[src/rtl/usb_act_pkg.sv]
package usb_act_pkg;

  typedef struct packed {
    logic restartIdle;
    logic countIdle;
    logic setActive;
    logic clearActive;
    logic setReq;
    logic clearReq;
    logic loadEnable;
    logic clearRegs;
  } actStrobes_t;

endpackage

[src/rtl/usb_act_ctrl.sv]
module usb_act_ctrl
  import usb_act_pkg::*;
(
  input  logic        syncSeen,
  input  logic        lineJ,
  input  logic        bitStrobe,
  input  logic        busReset,
  input  logic        chipReset,
  input  logic        regWrite,
  input  logic        regSel,
  input  logic        wdataBit,
  input  logic        activeQ,
  input  logic        idleLast,
  output actStrobes_t strb
);

  logic anyReset;
  logic restart;
  logic count;

  always_comb begin
    anyReset = chipReset | busReset;
    restart  = anyReset | syncSeen | (bitStrobe & ~lineJ);
    count    = ~restart & bitStrobe & lineJ;

    strb.clearRegs   = anyReset;
    strb.restartIdle = restart;
    strb.countIdle   = count;
    strb.setActive   = ~anyReset & syncSeen;
    strb.clearActive = anyReset | (count & idleLast);
    // rising edge of the activity level: set while currently low
    strb.setReq      = ~anyReset & syncSeen & ~activeQ;
    strb.clearReq    = regWrite & ~regSel & wdataBit;
    strb.loadEnable  = regWrite & regSel;
  end

endmodule

[src/rtl/usb_act_dp.sv]
module usb_act_dp
  import usb_act_pkg::*;
#(
  parameter int IDLE_LIMIT = 32
) (
  input  logic        clk,
  input  logic        rstN,
  input  actStrobes_t strb,
  input  logic        wdataBit,
  output logic        activeQ,
  output logic        reqQ,
  output logic        enQ,
  output logic        idleLast
);

  localparam int CNT_W = $clog2(IDLE_LIMIT + 1);
  localparam logic [CNT_W-1:0] CNT_MAX  = CNT_W'(IDLE_LIMIT);
  localparam logic [CNT_W-1:0] CNT_LAST = CNT_W'(IDLE_LIMIT - 1);

  logic [CNT_W-1:0] idleCnt;

  always_ff @(posedge clk or negedge rstN) begin
    if (!rstN) begin
      idleCnt <= '0;
    end else if (strb.restartIdle) begin
      idleCnt <= '0;
    end else if (strb.countIdle && idleCnt != CNT_MAX) begin
      idleCnt <= idleCnt + 1'b1;
    end
  end

  assign idleLast = (idleCnt == CNT_LAST);

  always_ff @(posedge clk or negedge rstN) begin
    if (!rstN) begin
      activeQ <= 1'b0;
    end else if (strb.clearActive) begin
      activeQ <= 1'b0;
    end else if (strb.setActive) begin
      activeQ <= 1'b1;
    end
  end

  always_ff @(posedge clk or negedge rstN) begin
    if (!rstN) begin
      reqQ <= 1'b0;
    end else if (strb.clearRegs) begin
      reqQ <= 1'b0;
    end else if (strb.setReq) begin
      reqQ <= 1'b1;
    end else if (strb.clearReq) begin
      reqQ <= 1'b0;
    end
  end

  always_ff @(posedge clk or negedge rstN) begin
    if (!rstN) begin
      enQ <= 1'b0;
    end else if (strb.clearRegs) begin
      enQ <= 1'b0;
    end else if (strb.loadEnable) begin
      enQ <= wdataBit;
    end
  end

  // the idle count never runs past its saturation value
  assert_idle_sat_R10: assert property (@(posedge clk) disable iff (!rstN)
    idleCnt <= CNT_MAX);

  // a saturated count on a quiet line keeps the bus inactive
  assert_idle_quiet_R2: assert property (@(posedge clk) disable iff (!rstN)
    (idleCnt == CNT_MAX && !strb.setActive) |=> !activeQ);

endmodule

[src/rtl/usb_activity_monitor.sv]
module usb_activity_monitor
  import usb_act_pkg::*;
#(
  parameter int IDLE_LIMIT = 32,
  parameter int DATA_W     = 8,
  parameter int FLAG_BIT   = 0
) (
  input  logic              clk,
  input  logic              rstN,
  input  logic              chipReset,
  input  logic              syncSeen,
  input  logic              lineJ,
  input  logic              bitStrobe,
  input  logic              busReset,
  input  logic              regWrite,
  input  logic              regSel,
  input  logic [DATA_W-1:0] regWdata,
  output logic [DATA_W-1:0] regRdata,
  output logic              busActive,
  output logic              irqOut
);

  actStrobes_t strb;
  logic activeQ;
  logic reqQ;
  logic enQ;
  logic idleLast;

  usb_act_ctrl u_ctrl (
    .syncSeen  (syncSeen),
    .lineJ     (lineJ),
    .bitStrobe (bitStrobe),
    .busReset  (busReset),
    .chipReset (chipReset),
    .regWrite  (regWrite),
    .regSel    (regSel),
    .wdataBit  (regWdata[FLAG_BIT]),
    .activeQ   (activeQ),
    .idleLast  (idleLast),
    .strb      (strb)
  );

  usb_act_dp #(.IDLE_LIMIT(IDLE_LIMIT)) u_dp (
    .clk      (clk),
    .rstN     (rstN),
    .strb     (strb),
    .wdataBit (regWdata[FLAG_BIT]),
    .activeQ  (activeQ),
    .reqQ     (reqQ),
    .enQ      (enQ),
    .idleLast (idleLast)
  );

  always_comb begin
    regRdata           = '0;
    regRdata[FLAG_BIT] = regSel ? enQ : reqQ;
  end

  assign busActive = activeQ;
  assign irqOut    = reqQ & enQ;

  assert_sync_sets_R1: assert property (@(posedge clk) disable iff (!rstN)
    (syncSeen && !busReset && !chipReset) |=> busActive);

  assert_busrst_low_R3: assert property (@(posedge clk) disable iff (!rstN)
    busReset |=> (!busActive && !reqQ));

  assert_req_on_edge_R4: assert property (@(posedge clk) disable iff (!rstN)
    $rose(reqQ) |-> $rose(busActive));

  assert_w1c_R5: assert property (@(posedge clk) disable iff (!rstN)
    (regWrite && !regSel && regWdata[FLAG_BIT] && !syncSeen) |=> !reqQ);

  assert_set_wins_R8: assert property (@(posedge clk) disable iff (!rstN)
    (syncSeen && !busActive && !busReset && !chipReset) |=> reqQ);

  assert_resets_clear_R6: assert property (@(posedge clk) disable iff (!rstN)
    chipReset |=> (!reqQ && !enQ && !busActive));

endmodule

[config.mk]
export PLATFORM = sky130hd
export DESIGN_NAME = usb_activity_monitor
export DESIGN_NICKNAME = d
export VERILOG_FILES = /design/src/rtl/usb_act_pkg.sv /design/src/rtl/usb_act_ctrl.sv /design/src/rtl/usb_act_dp.sv /design/src/rtl/usb_activity_monitor.sv
export SDC_FILE = /design/constraint.sdc
export NUM_CORES = 1
export LEC_CHECK = 0
export ABC_AREA = 1
export BUFFER_PORTS_ARGS = -buffer_cell sky130_fd_sc_hd__buf_2
export CAP_MARGIN = 0
export CORE_MARGIN = 8
export CORE_UTILIZATION = 30
export CTS_CLUSTER_SIZE = 16
export DETAILED_ROUTE_END_ITERATION = 8
export GPL_TIMING_DRIVEN = 0
export PLACE_DENSITY = 0.54
export SLEW_MARGIN = 5
export SYNTH_ARGS = -nofsm -noshare
export SYNTH_HDL_FRONTEND = slang
export SYNTH_HIERARCHICAL = 1
export SYNTH_SLANG_ARGS = --single-unit
[constraint.sdc]
create_clock -name clk -period 1.5 [get_ports clk]
set_input_delay 0.15 -clock clk [delete_from_list [all_inputs] [get_ports clk]]
set_output_delay 0.15 -clock clk [all_outputs]
set_load 0.01 [all_outputs]
Word-level counts from Yosys, hierarchy flattened:

Index checks and enable logic that the tools add are counted.

* add/subtract/negate cells: 1
* eq/ne operators: 2
* mux-type cells: 10
* bitwise logic cells: 19
* reductions and logical operators: 5

Operators by type and width (number)
* 6-bit 2-to-1 mux: 2
* 1-bit bitwise AND: 10
* 1-bit 2-to-1 mux: 8
* 6-bit by 1-bit adder with 6-bit output (second input constant): 1
* 6-bit by 5-bit equality test with 1-bit output (second input constant): 1
* 6-bit != test (second input constant): 1
* 2-bit nonzero test: 3
* 1-bit inverter: 5
* 1-bit OR: 4
* 3-bit nonzero test: 1
* 1-bit logical AND: 1

* bits in registers: 9
* bits of input ports: 17
* output and inout bits: 10

Depth between registers and ports, before layout:

* word-level depth: 9
* depth in mapped cells: 9
* depth with buffers taken out: 9

Cells and area by module:

Netlist, hierarchy kept.

By module, submodules not included
* usb_act_dp: times used 1, cells each 65, area an instance 493.0 um^2, sequential area each 225.2 um^2
* usb_act_ctrl: times used 1, cells each 19, area an instance 103.8 um^2, sequential area each 0.0 um^2
* usb_activity_monitor: times used 1, cells each 14, area an instance 78.8 um^2, sequential area each 0.0 um^2

Worst setup path after synthesis:

OpenSTA, ideal clock, no wires.

* path type: register -> register
* start: register u_dp.idleCnt[0]
* end: register u_dp.idleCnt[2]
* library setup time: 0.117 ns
* arrival: 1.002 ns
* data required time: 1.383 ns
* setup slack: 0.381 ns
* stages on the path, launching flop included: 10
* path buffers: 0
* clock period less this slack: 1.119 ns
* path through: dfrtp_1 inv_1 ha_1 nand2_1 inv_1 nand3_2 nand2_2 nand2_1 nand2_1 nand2_1

* cells in the longest elaborated chain, start to end: 3
* elaborated cells on any way between the ends: 6
* classes of those cells: add/sub: 1; eq/ne: 1; mux: 2; reduce/logical: 2

RTL lines
* start, declared: line usb_act_dp.sv:20 `logic [CNT_W-1:0] idleCnt;`
* start signal, assigned: line usb_act_dp.sv:28 `idleCnt <= idleCnt + 1'b1;`
* 6-bit by 1-bit adder with 6-bit output or 6-bit != test (tied branches): line usb_act_dp.sv:28, usb_act_dp.sv:27
* 6-bit 2-to-1 mux or 1-bit logical AND (tied branches): line usb_act_dp.sv:27 `end else if (strb.countIdle && idleCnt != CNT_MAX) begin`
* 6-bit 2-to-1 mux or 2-bit nonzero test (tied branches)

Several ways; a longest one is shown, not always the timed one. The select of a mux whose other input is x is not followed.
A chain may end at the register's enable or synchronous reset.

==> impl_summary.log <==
[metrics] share of layout cells above drive strength 1: 0.2810
[metrics] GRT Resource Usage Total: 0.07918
[metrics] count of mapped cells out of synthesis: 98
[metrics] CP cell instances: ha_1, nand2_1, nor4_1, nand4_1, nand2_1, nor2_1
[metrics] static leakage: 0.4693 nW
[metrics] mean cell area of the mapped netlist: 6.894 um^2
[metrics] number of global-route vias before repair: slightly below 600
[metrics] dominant delay contributor by cell family on the critical path: simple AND/OR/NAND/NOR gates
[metrics] Bufs and invs on worst path: 0
[metrics] final weighted congestion in routability-driven placement: 0.8077
[metrics] number of synthesized register bits: 9
[metrics] Filler Cell Count: 251
[metrics] Final min period: 1287 ps
[metrics] final setup margin: 213.3 ps
[metrics] DRC: 0
[metrics] Final Skew: 0.7030 ps
[metrics] row count: 17
[metrics] Maximum Capacitance Violations: 0
[metrics] Worst setup SP type: flip-flop
[metrics] Initial Utilization: 0.3114
[metrics] worst hold margin: 128.2 ps
[metrics] hold path endpoint: u_dp/enQ
[metrics] Clock Latency Late Sink: 260 ps
[metrics] initial antenna violation count: 0
[metrics] maximum number of pins on one net before global-route repair: 10
[metrics] TritonCTS buffer count: 3
[metrics] total power: between 0.5 and 0.6 mW
[metrics] violation count after the first detailed-route iteration: 49
[metrics] setup repair after global routing missed its margin: no
[metrics] post-CTS clock slew at the launch and capture registers of the worst setup and hold paths: 60 ps
[metrics] count of endpoints failing hold in the final timing report: 0
[metrics] post-route antenna net violation count: 0
[metrics] detail-routed via count per cell: 4.148
[metrics] Die Footprint: 4027 um^2
[metrics] Area Growth Syn to Fin: 22.78%
[metrics] type of the worst setup path: reg2reg
[metrics] count of clock tree sinks: 9
[metrics] area of the core: 2170 um^2
[metrics] Finish-stage setup viols: 0
[metrics] number of buffers inserted to repair setup after CTS: 0
[metrics] outcome: completed
[metrics] quantity of I/O buffers inserted on ports: 12
[metrics] power density of the placed cells: between 600 and 700 nW/um^2
[metrics] Final Max Slew Viols: 0
[metrics] total of cells resized after clock tree synthesis: 0
[metrics] DRT Pass-1 Iters: 4
[metrics] Die X-Extent: 63.46 um
[metrics] wire length reported by the detailed router: roughly 1400 um
[metrics] CP max FO: 5
[metrics] worst endpoint required time: about 1700 ps
[metrics] post-synthesis instance area: 675.6 um^2
[metrics] wire length of the first global-routing pass: about 2600 um
[metrics] worst setup slack before clock tree synthesis: slightly below 200 ps
[metrics] maximum clock frequency: between 700 and 800 MHz
[metrics] count of non-filler cells in the finished layout: approximately 150
[metrics] reg2reg start: u_dp/idleCnt[1]
[metrics] CP most frequent cell: sky130_fd_sc_hd__nand2_1
[metrics] crit path capture type: flip-flop
[metrics] Max Buffers Root-to-Sink: 2
[metrics] CTS tree: yes
[metrics] number of warnings reported in the yosys synthesis log: 6
[metrics] count of vias placed by the detailed router: 618
[metrics] hold depth: 3
[metrics] Crit Reg-Reg Endpoint: u_dp/activeQ
[metrics] share of the clock period used by the worst path after layout: 0.8578
[metrics] library cells used by synthesis: 20
[metrics] R2R Setup Slk: 210 ps
[metrics] layout net count: ~140
[metrics] aggregate negative setup slack: 0 ps
[metrics] number of cells on the worst reg-to-reg path: 6
[metrics] Hold Crit Start: regWdata[0]
[metrics] number of top-level pins: 27
[metrics] average wire per cell in the routed design: between 9 and 10 um
[metrics] Root Buffer: sky130_fd_sc_hd__clkbuf_4
[metrics] fraction of the yosys area taken by sequential cells: 0.3333
[metrics] post-detailed-placement half-perimeter wirelength: ~1100 um
[metrics] slowest cell on the critical path: sky130_fd_sc_hd__dfrtp_1
[metrics] biggest cell delay along the critical path: ~420 ps
[metrics] Arr. time, crit path: around 1400 ps
[metrics] depth of the CTS H-tree: 1
[metrics] Overflow after GRT: 0
[metrics] hold crit path type: in2reg
[metrics] worst vdd ir: ~0.00034 V
[metrics] die height: 63.46 um
[metrics] cell count after placement: 144
[metrics] number of antenna repair diodes: 0
## power by group
| group | internal [mW] | switching, mW | leakage [nW] |
|---|---|---|---|
| clock network | 0.103 | 0.0848 | 0.0150 |
| registers | 0.245 | 0.00173 | 0.125 |
| logic | 0.0344 | 0.0417 | 0.329 |
## synthesized netlist by cell type
cell	count	share of area
sky130_fd_sc_hd__o211ai_1	1	0.011
sky130_fd_sc_hd__dfrtp_1	9	0.33
sky130_fd_sc_hd__clkinv_1	1	0.0056
sky130_fd_sc_hd__buf_4	10	0.11
sky130_fd_sc_hd__nand3_1	6	0.044
sky130_fd_sc_hd__nand2_2	1	0.0093
sky130_fd_sc_hd__ha_1	2	0.037
sky130_fd_sc_hd__conb_1	1	0.0056
sky130_fd_sc_hd__nor4_1	1	0.0093
sky130_fd_sc_hd__nor3_1	1	0.0074
sky130_fd_sc_hd__nand2_1	23	0.13
sky130_fd_sc_hd__nor2_1	13	0.072
sky130_fd_sc_hd__nand4_1	4	0.037
sky130_fd_sc_hd__a21oi_1	2	0.015
sky130_fd_sc_hd__nor2_2	1	0.0093
sky130_fd_sc_hd__a211oi_1	1	0.011
sky130_fd_sc_hd__nand3_2	2	0.030
sky130_fd_sc_hd__nor3_2	2	0.030
sky130_fd_sc_hd__inv_2	3	0.017
sky130_fd_sc_hd__inv_1	14	0.078
## layer usage
metal	up-vias	share of wire	GRT usage	wire, um
met5	-	0	0	0
met4	0	0.0055	0.02507	8
met3	2	0.089	0.04770	129
met2	22	0.46	0.1255	672
met1	260	0.44	0.08571	636
li1	334	-	-	-
## layout make-up
class	count	area [um^2]	area share
buffer	10	75.07	0.09050
clock buffer	4	26.28	0.03167
inverter	18	67.56	0.08145
sequential	9	225.2	0.2715
tap	28	35.03	0.04223
multi-input combinational	67	330.3	0.3982
timing repair buffer	13	70.07	0.08446
## cell families (layout without fill, tap and decap cells)
group	count (synthesis)	count (layout)	share of synthesized area
fa+ha+maj	2	2	0.03703
buf+inv	28	45	0.2111
other cells	1	7	0.005550
compound gates	4	4	0.03705
simple gates	54	54	0.3759
flops	9	9	0.3333
## registers in the layout, summed over array words and instances, names as in the netlist
register      flops
u_dp/idleCnt      6
u_dp/reqQ         1
u_dp/enQ          1
u_dp/activeQ      1
## worst max-delay path by stage
stage                                from              end  slack, ps  depth (start not counted)
final                     u_dp/idleCnt[1]     u_dp/activeQ        210                          6
after global routing      u_dp/idleCnt[1]     u_dp/activeQ        100                          6
after CTS                 u_dp/idleCnt[1]     u_dp/activeQ        220                          6
after detailed placement         busReset  u_dp/idleCnt[5]        200                         10
after global placement           busReset  u_dp/idleCnt[5]        230                         10
after floorplan           u_dp/idleCnt[0]  u_dp/idleCnt[2]        380                          9
## layout by cell type (no fill, tap or decap), types with 2 or more instances in the layout
cell                       Yosys  layout
sky130_fd_sc_hd__a21oi_1       2       2
sky130_fd_sc_hd__buf_2         0      12
sky130_fd_sc_hd__buf_4        10      10
sky130_fd_sc_hd__clkbuf_4      0       3
sky130_fd_sc_hd__conb_1        1       7
sky130_fd_sc_hd__dfrtp_1       9       9
sky130_fd_sc_hd__ha_1          2       2
sky130_fd_sc_hd__inv_1        14      14
sky130_fd_sc_hd__inv_2         3       3
sky130_fd_sc_hd__nand2_1      23      23
sky130_fd_sc_hd__nand3_1       6       6
sky130_fd_sc_hd__nand3_2       2       2
sky130_fd_sc_hd__nand4_1       4       4
sky130_fd_sc_hd__nor2_1       13      13
sky130_fd_sc_hd__nor3_2        2       2
## through the flow
stage          utilization  cell area (um^2)
6_report            0.3824             829.5
2_1_floorplan            -             698.2
4_1_cts             0.3824             829.5
3_5_place_dp        0.3656             793.3
3_3_place_gp        0.3656             793.3
5_1_grt             0.3824             829.5
## repair_timing
action	in CTS	in global routing
endpoints found under the hold margin	9	0
hold buffers	1	0
setup endpoints to repair	0	0
## worst reg2reg max path: cells and delay by family, from the launching register on
| family | cells | cell delay [ps] |
|---|---|---|
| flops | 1 | 420 |
| simple gates | 5 | 560 |
| fa+ha+maj | 1 | 200 |
Power figures use the tool's default switching activity.
